## src/rtl/gpio_mask_pkg.sv

```systemverilog
package gpio_mask_pkg;
  typedef enum logic [1:0] {
    PM_INPUT = 2'd0,
    PM_PUSH  = 2'd1,
    PM_DRAIN = 2'd2,
    PM_QUASI = 2'd3
  } pin_mode_e;

  localparam int OFF_MODE   = 'h00;
  localparam int OFF_DINOFF = 'h04;
  localparam int OFF_DOUT   = 'h08;
  localparam int OFF_MASK   = 'h0C;
  localparam int OFF_PIN    = 'h10;
  localparam int ALIAS_BASE = 'h800;
  localparam int ALIAS_STEP = 'h40;
  localparam int DINOFF_LSB = 16;
endpackage

```

## src/rtl/gpio_in_sync.sv

```systemverilog
module gpio_in_sync #(
  parameter int PIN_N       = 16,
  parameter int SYNC_STAGES = 2
) (
  input  logic             clk,
  input  logic             rst,
  input  logic [PIN_N-1:0] pad_in,
  input  logic [PIN_N-1:0] dinoff,
  output logic [PIN_N-1:0] pin_lvl
);
  logic [SYNC_STAGES-1:0][PIN_N-1:0] stage_q;

  genvar s;
  generate
    for (s = 0; s < SYNC_STAGES; s++) begin : g_stage
      if (s == 0) begin : g_first
        always_ff @(posedge clk) begin
          if (rst) stage_q[0] <= '0;
          else     stage_q[0] <= pad_in;
        end
      end else begin : g_next
        always_ff @(posedge clk) begin
          if (rst) stage_q[s] <= '0;
          else     stage_q[s] <= stage_q[s-1];
        end
      end
    end
  endgenerate

  // a disabled input path reads as 0 at once
  assign pin_lvl = stage_q[SYNC_STAGES-1] & ~dinoff;
endmodule

```

## src/rtl/gpio_pad_drive.sv

```systemverilog
module gpio_pad_drive
  import gpio_mask_pkg::*;
#(
  parameter int PIN_N = 16
) (
  input  logic [PIN_N-1:0][1:0] mode,
  input  logic [PIN_N-1:0]      dout,
  output logic [PIN_N-1:0]      pad_out,
  output logic [PIN_N-1:0]      pad_oe,
  output logic [PIN_N-1:0]      pad_pu
);
  genvar i;
  generate
    for (i = 0; i < PIN_N; i++) begin : g_pin
      always_comb begin
        pad_out[i] = 1'b0;
        pad_oe[i]  = 1'b0;
        pad_pu[i]  = 1'b0;
        case (pin_mode_e'(mode[i]))
          PM_PUSH: begin
            pad_out[i] = dout[i];
            pad_oe[i]  = 1'b1;
          end
          PM_DRAIN: pad_oe[i] = ~dout[i];
          PM_QUASI: begin
            pad_oe[i] = ~dout[i];
            pad_pu[i] = dout[i];
          end
          default: ;
        endcase
      end
    end
  endgenerate
endmodule

```

## src/rtl/gpio_regs.sv

```systemverilog
module gpio_regs
  import gpio_mask_pkg::*;
#(
  parameter int PIN_N    = 16,
  parameter int ADDR_W   = 12,
  parameter int PORT_IDX = 2
) (
  input  logic                  clk,
  input  logic                  rst,
  input  logic                  bus_sel,
  input  logic                  bus_wr,
  input  logic [ADDR_W-1:0]     bus_addr,
  input  logic [31:0]           bus_wdata,
  input  logic [PIN_N-1:0]      pin_lvl,
  output logic [PIN_N-1:0][1:0] mode_q,
  output logic [PIN_N-1:0]      dout_q,
  output logic [PIN_N-1:0]      mask_q,
  output logic [PIN_N-1:0]      dinoff_q,
  output logic [31:0]           bus_rdata,
  output logic                  bus_rvalid
);
  localparam int IDX_W = (PIN_N > 1) ? $clog2(PIN_N) : 1;
  localparam logic [ADDR_W-1:0] WIN_LO   = ADDR_W'(ALIAS_BASE + ALIAS_STEP * PORT_IDX);
  localparam logic [ADDR_W-1:0] WIN_SPAN = ADDR_W'(4 * PIN_N);
  localparam logic [ADDR_W-1:0] A_MODE   = ADDR_W'(OFF_MODE);
  localparam logic [ADDR_W-1:0] A_DINOFF = ADDR_W'(OFF_DINOFF);
  localparam logic [ADDR_W-1:0] A_DOUT   = ADDR_W'(OFF_DOUT);
  localparam logic [ADDR_W-1:0] A_MASK   = ADDR_W'(OFF_MASK);
  localparam logic [ADDR_W-1:0] A_PIN    = ADDR_W'(OFF_PIN);

  logic              wr_en, rd_en, win_hit;
  logic [ADDR_W-1:0] win_off;
  logic [IDX_W-1:0]  win_idx;
  logic [31:0]       rd_mux;

  assign wr_en   = bus_sel & bus_wr;
  assign rd_en   = bus_sel & ~bus_wr;
  assign win_off = bus_addr - WIN_LO;
  assign win_hit = (bus_addr >= WIN_LO) && (win_off < WIN_SPAN) && (win_off[1:0] == 2'b00);
  assign win_idx = win_off[IDX_W+1:2];

  always_ff @(posedge clk) begin
    if (rst) begin
      mode_q   <= '0;
      dout_q   <= '0;
      mask_q   <= '0;
      dinoff_q <= '0;
    end else if (wr_en) begin
      if (win_hit) begin
        dout_q[win_idx] <= bus_wdata[0];
      end else begin
        case (bus_addr)
          A_MODE:   mode_q   <= bus_wdata[2*PIN_N-1:0];
          A_DINOFF: dinoff_q <= bus_wdata[DINOFF_LSB +: PIN_N];
          A_DOUT:   dout_q   <= (dout_q & mask_q) | (bus_wdata[PIN_N-1:0] & ~mask_q);
          A_MASK:   mask_q   <= bus_wdata[PIN_N-1:0];
          default: ;
        endcase
      end
    end
  end

  always_comb begin
    rd_mux = '0;
    if (win_hit) begin
      rd_mux[0] = pin_lvl[win_idx];
    end else begin
      case (bus_addr)
        A_MODE:   rd_mux[2*PIN_N-1:0]            = mode_q;
        A_DINOFF: rd_mux[DINOFF_LSB +: PIN_N]    = dinoff_q;
        A_DOUT:   rd_mux[PIN_N-1:0]              = dout_q;
        A_MASK:   rd_mux[PIN_N-1:0]              = mask_q;
        A_PIN:    rd_mux[PIN_N-1:0]              = pin_lvl;
        default: ;
      endcase
    end
  end

  always_ff @(posedge clk) begin
    if (rst) begin
      bus_rvalid <= 1'b0;
      bus_rdata  <= '0;
    end else begin
      bus_rvalid <= rd_en;
      if (rd_en) bus_rdata <= rd_mux;
    end
  end
endmodule

```

## src/rtl/gpio_mask_port.sv

```systemverilog
module gpio_mask_port
  import gpio_mask_pkg::*;
#(
  parameter int PIN_N       = 16,
  parameter int ADDR_W      = 12,
  parameter int PORT_IDX    = 2,
  parameter int SYNC_STAGES = 2
) (
  input  logic              clk,
  input  logic              rst,
  input  logic              bus_sel,
  input  logic              bus_wr,
  input  logic [ADDR_W-1:0] bus_addr,
  input  logic [31:0]       bus_wdata,
  output logic [31:0]       bus_rdata,
  output logic              bus_rvalid,
  input  logic [PIN_N-1:0]  pad_in,
  output logic [PIN_N-1:0]  pad_out,
  output logic [PIN_N-1:0]  pad_oe,
  output logic [PIN_N-1:0]  pad_pu
);
  logic [PIN_N-1:0][1:0] mode_q;
  logic [PIN_N-1:0]      dout_q;
  logic [PIN_N-1:0]      mask_q;
  logic [PIN_N-1:0]      dinoff_q;
  logic [PIN_N-1:0]      pin_lvl;

  gpio_in_sync #(.PIN_N(PIN_N), .SYNC_STAGES(SYNC_STAGES)) u_sync (
    .clk(clk), .rst(rst), .pad_in(pad_in), .dinoff(dinoff_q), .pin_lvl(pin_lvl)
  );

  gpio_regs #(.PIN_N(PIN_N), .ADDR_W(ADDR_W), .PORT_IDX(PORT_IDX)) u_regs (
    .clk(clk), .rst(rst), .bus_sel(bus_sel), .bus_wr(bus_wr), .bus_addr(bus_addr),
    .bus_wdata(bus_wdata), .pin_lvl(pin_lvl), .mode_q(mode_q), .dout_q(dout_q),
    .mask_q(mask_q), .dinoff_q(dinoff_q), .bus_rdata(bus_rdata), .bus_rvalid(bus_rvalid)
  );

  gpio_pad_drive #(.PIN_N(PIN_N)) u_drive (
    .mode(mode_q), .dout(dout_q), .pad_out(pad_out), .pad_oe(pad_oe), .pad_pu(pad_pu)
  );
endmodule

```

## config.mk

```make
export PLATFORM = sky130hd
export DESIGN_NAME = gpio_mask_port
export DESIGN_NICKNAME = d
export VERILOG_FILES = /design/src/rtl/gpio_mask_pkg.sv /design/src/rtl/gpio_in_sync.sv /design/src/rtl/gpio_pad_drive.sv /design/src/rtl/gpio_regs.sv /design/src/rtl/gpio_mask_port.sv
export SDC_FILE = /design/constraint.sdc
export NUM_CORES = 1
export LEC_CHECK = 0
export BUFFER_PORTS_ARGS = -buffer_cell sky130_fd_sc_hd__buf_2
export CORE_AREA = 2 2 162 101
export CTS_CLUSTER_SIZE = 8
export DETAILED_ROUTE_END_ITERATION = 10
export DIE_AREA = 0 0 164 103
export GPL_TIMING_DRIVEN = 1
export PLACE_DENSITY = 0.67
export REMOVE_ABC_BUFFERS = 1
export SLEW_MARGIN = 20
export SYNTH_ARGS = -nofsm -noshare
export SYNTH_HDL_FRONTEND = slang
export SYNTH_SLANG_ARGS = --single-unit
```

## constraint.sdc

```tcl
create_clock -name clk -period 2.6 [get_ports clk]
set_clock_uncertainty 0.15 [all_clocks]
set_input_delay 0.13 -clock clk [delete_from_list [all_inputs] [get_ports clk]]
set_output_delay 0.13 -clock clk [all_outputs]
set_load 0.01 [all_outputs]
```

Word level (Yosys, flattened, before mapping)
Cells that the tools add are included.

Bits in registers: 145.

$add $sub $neg: 1. Magnitude comparators: 4. Eq/ne operators: 52. Muxes and demuxes: 59. Bitwise operators: 26. Reduce and logical (&&, ||, !) cells: 26.

Operators with widths (count): equality test 2 bit, second input constant (32); one-hot mux 16 bit (4 select lines) (1); AND 16 bit (3); two-way mux 1 bit (35); equality test 2 x 1 -> 1 bit, second input constant (16); two-way mux 16 bit (2); NOT 16 bit (2); one-hot mux 1 bit (2 select lines) (16); one-hot mux 16 bit (2 select lines) (1); OR reduction 2 bit (16); two-way mux 31 bit (1); equality test 12 x 4 -> 1 bit, second input constant (2); NOT 1 bit (18); bitwise mux 16 bit (1); bitwise OR 16 bit (1); equality test 12 x 3 -> 1 bit, second input constant (1); equality test 12 x 5 -> 1 bit, second input constant (1); >= comparator 12 bit, second input constant (1); logical NOT 12 bit (1); less-than comparator 12 x 7 -> 1 bit, second input constant (1); subtractor 12 bit, second input constant (1); AND reduction 3 bit (3); less-than comparator 4 x 5 -> 1 bit, second input constant (1); binary-select mux 1 bit (select 4 bit) (1); 7 further kinds (10).

Depth between registers and ports, before layout
Word-level depth: 7. Gate-level depth with buffers: 10. Mapped depth without buffers: 7.

Cells and area by module
Synthesis repeated with hierarchy kept, for this count alone.

Cells, all modules: 785. Area, all modules: 6791.5 sq um.

Modules (own cells, without submodules): gpio_regs (instances 1, cells an instance 622, area an instance 5387.7 sq um, seq. area each 2262.2 sq um); gpio_in_sync (instances 1, cells an instance 83, area an instance 963.4 sq um, seq. area each 640.6 sq um); gpio_pad_drive (instances 1, cells an instance 80, area an instance 440.4 sq um, seq. area each 0.0 sq um).

Least setup slack after synthesis
Ideal clock, no wire load.

Path type: input port to flip-flop. From: in bus_addr[10]. To: reg with a tool-made name. Library setup time: 134 ps. Arrival time: 1897 ps. Path slack: 419 ps. Stages: 8. Path buffers: 4. Cell sequence: or4_4 > buf_6 > or3_1 > buf_6 > buf_8 > buf_6 > a311oi_1 > a211oi_1.

RTL lines: start: declaration (RTL line gpio_mask_port.sv:13) `input logic [ADDR_W-1:0] bus_addr,`.

Worst setup path after layout
From: in bus_addr[10]. To: reg u_regs.mask_q[8].

Cells in the longest elaborated chain, start to end: 6.

Ends and longest elaborated chain: subtractor 12 bit (RTL line gpio_regs.sv:38) `assign win_off = bus_addr - WIN_LO;`; less-than comparator 12 x 7 -> 1 bit (RTL line gpio_regs.sv:39) `assign win_hit = (bus_addr >= WIN_LO) && (win_off < WIN_SPAN) && (win_off[1:0] == 2'b00);`; logical AND 1 bit (2 in a row) (RTL line gpio_regs.sv:39); NOT 1 bit (no line); AND reduction 3 bit (no line) (*); end signal: assignment (RTL line gpio_regs.sv:56) `A_MASK: mask_q <= bus_wdata[PIN_N-1:0];`; end: declaration (RTL line gpio_regs.sv:17) `output logic [PIN_N-1:0] mask_q,`.

Every way passes the cells marked *; elsewhere a longest branch is shown, timed or not. A chain may end at the register's enable or synchronous reset.

==> flow_metrics.py <==
metrics = {
    "run_status": {
        "status": "complete, no violations",
    },
    "drt": {
        "wl_mm": 21.7,
        "drt_iter0_drc": 451,
        "avgViaCountPerCell": 5.44,
        "drc": 0,
        "vias": 6656,
        "drtPass1Iterations": 5,
        "wl_per_cell_um": 17.7,
        "ant_nets": 0,
    },
    "power": {
        "clockPowerShare": 0.479,
        "power_frac_seq": 0.448,
        "swShare": 0.233,
        "powerDensity_nw_per_um2": 566,
        "power.leakage_nw": 3.80,
        "internal-power_mw": 3.85,
        "p_switching_mw": 1.17,
        "peakVddDrop_mv": 0.303,
        "comb_power_share": 0.073,
    },
    "clock_tree": {
        "cts-root-buf": "clkbuf_16",
        "cts-buffers-inserted": 17,
        "htree_levels": 4,
        "ctsLongestPathBuffers": 2,
        "cts_setup_buffers": 0,
        "cts.sinks": 145,
        "clkSlewWorstSetupHoldPaths_ps": 60,
        "cts_tree": "yes",
        "clkLatencyLatePin_ps": 430,
    },
    "sta": {
        "finalCritPeriodShare": 0.781,
        "min_period_ps": 2030,
        "finalSetupTns_ps": 0,
        "setup_viol": 0,
        "timing.hold.ws_ps": 36.9,
        "worst_pin_slew_ps": 534,
        "finalHoldViolCount": 0,
        "max-slew-margin-rel": 0.644,
        "finalMaxSlewViolations": 0,
        "rsz0062_at_grt": "false",
        "fin_ws_ps": 570,
        "max_clock_freq_mhz": 493,
    },
    "global_routing": {
        "grt_use_total": 0.264,
        "grt_antenna_before_repair": 0,
        "grt_pass1_vias": 5965,
        "grt_first_pass_wirelength_mm": 33.7,
        "grt_overflow": 0,
        "grt_max_degree": 123,
    },
    "worst_setup_path": {
        "critPathArrivalTime_ps": 2170,
        "critical_path.cell_chain": "buf_2, or4_4, or3_1, buf_12, nand4_4, mux2i_1, nor2_1",
        "slowest_delay_ps": 620,
        "crit_fanout": 32,
        "crit_buf_inv": 2,
        "crit_type": "in2reg",
        "cp-start-kind": "input port",
        "path_delay_family": "simple AND/OR/NAND/NOR gates",
        "critPathSlowestCell": "or4_4",
        "critPathCaptureType": "flip-flop",
        "crit_required_ps": 2740,
    },
    "yosys": {
        "synth_seq_cells": 145,
        "syn_area_um2": 6800,
        "synth_cell_types": 53,
        "synthCells": 812,
        "ys.flop_type": "dfxtp_1",
        "ys_warn_count": 0,
        "synth_edf_count": 0,
        "ys_seq_area_frac": 0.427,
        "synthArstFlopShare": 0,
        "synth_area_per_cell_um2": 8.38,
    },
    "finish": {
        "finalInstanceArea_um2": 8870,
        "areaGrowthSynthToFinish_pct": 30.4,
        "final_layout_size_suffix_gt1_frac": 0.211,
        "nets": 1067,
        "fillers": 1429,
    },
    "floorplanning": {
        "num_rows": 36,
        "core_um2": 15600,
        "io_pins": 145,
        "die_h_um": 103,
        "die_w_um": 164,
        "initial_core_util": 0.435,
        "die_area_um2": 16900,
    },
    "placed_design": {
        "placed_area_um2": 7750,
        "gp_congestion": 0.968,
        "place_hpwl_mm": 14.9,
        "portBuffers": 144,
        "dp_slack_ps": 148,
    },
    "flow_run": {
        "maxCapViolations": 0,
    },
    "hold_path": {
        "min_path_type": "in2reg",
    },
}
==> cell families after synthesis <==
kind of cell    share of synthesized area
simple gates                        0.255
compound gates                      0.182
flops                               0.427
buf+inv                            0.0581
mux                                0.0740
xor+xnor                          0.00258
fa+ha+maj                         0.00184
==> through the flow <==
stage	total power, mW	instances	utilization
finish	5.02	1223	0.568
global route	5.19	1222	0.567
CTS	5.04	1222	0.567
detailed placement	2.59	1137	0.496
global placement	2.59	1137	0.496
floorplan	2.40	755	-
==> synth_stat cells, drive strengths merged (2+ instances only) <==
cell type | count | area [um2]
nor4 | 13 | 111
buf | 23 | 178
clkbuf | 34 | 128
or4 | 3 | 26.3
mux2i | 48 | 480
nand3 | 10 | 50.1
o22ai | 2 | 12.5
inv | 24 | 90.1
nor2 | 81 | 307
o2bb2ai | 14 | 123
a221oi | 12 | 105
o21ai | 17 | 85.1
or2 | 3 | 18.8
a311oi | 10 | 87.6
nand2b | 24 | 150
a211oi | 10 | 75.1
a22o | 19 | 166
or4b | 2 | 20.0
nor2b | 38 | 238
dfxtp | 145 | 2900
a21oi | 74 | 370
o211ai | 14 | 105
nand4 | 6 | 82.6
a221o | 2 | 20.0
o2111ai | 5 | 43.8
nor3 | 7 | 51.3
nand2 | 139 | 522
and3 | 18 | 113
a22oi | 2 | 15.0
==> power by group through the flow <==
stage,sequential [mW],combinational (mW),clock [mW]
floorplan,2.30,0.104,0
global placement,2.30,0.294,0
detailed placement,2.30,0.293,0
CTS,2.25,0.357,2.43
global route,2.25,0.391,2.54
finish,2.25,0.365,2.40
==> what timing repair did <==
action / in CTS / in global routing
resized for setup: 0 / 0
hold endpoints to repair: 84 / 0
hold buffers: 55 / 0
==> tightest hold or removal path: cells and delay by family <==
kind | cells | cell delay, ps
buffers and inverters | 1 | 170
AO/OA/AOI/OAI | 2 | 280
==> cells in the final DEF, fill, tap and decap left out, types with 3 or more instances in the layout <==
| master | count |
|---|---|
| nand4_1 | 3 |
| a21oi_1 | 74 |
| buf_2 | 143 |
| clkbuf_16 | 17 |
| inv_1 | 24 |
| a221oi_1 | 12 |
| buf_4 | 26 |
| dlygate4sd3_1 | 55 |
| a211oi_1 | 10 |
| nand3_1 | 10 |
| o2bb2ai_1 | 14 |
| or2_2 | 3 |
| o21ai_1 | 10 |
| nor3_1 | 5 |
| o21ai_0 | 7 |
| dfxtp_1 | 145 |
| and3_1 | 18 |
| nand2b_1 | 24 |
| a311oi_1 | 10 |
| clkinvlp_4 | 3 |
| mux2i_1 | 48 |
| o2111ai_1 | 5 |
| a22o_1 | 19 |
| o211ai_1 | 14 |
| nor2b_1 | 38 |
| nor2_1 | 80 |
| nand4_4 | 3 |
| nand2_1 | 139 |
| nor4_1 | 11 |
| buf_12 | 4 |
==> path summary, 6_finish.rpt <==
check | cells after the start | startpoint | slack (ps) | end
hold reg to reg | 1 | u_sync.stage_q[13] | 280 | u_sync.stage_q[29]
hold / removal | 3 | bus_addr[4] | 40 | u_regs.bus_rdata[0]
setup reg to reg | 4 | u_regs.dinoff_q[5] | 960 | u_regs.bus_rdata[0]
setup / recovery | 7 | bus_addr[10] | 570 | u_regs.mask_q[8]
==> layer usage <==
metal,part of all wire,track usage
met1,0.49,0.387
met2,0.41,0.385
met3,0.087,0.0688
met4,0.013,0.0648
met5,0,0
==> cell type report <==
class                   instances  area, um2  share of cell area
multi-input cells             586       3500               0.395
flip-flops and latches        145       2900               0.327
repair buffers                228       1540               0.174
clock buffers                  21        460              0.0519
well taps                     209        262              0.0295
clock inverters                 9        110              0.0124
inverters                      24       90.1              0.0102
diodes                          1       2.50            0.000282
Note: power is estimated with default switching activity, not from simulation.
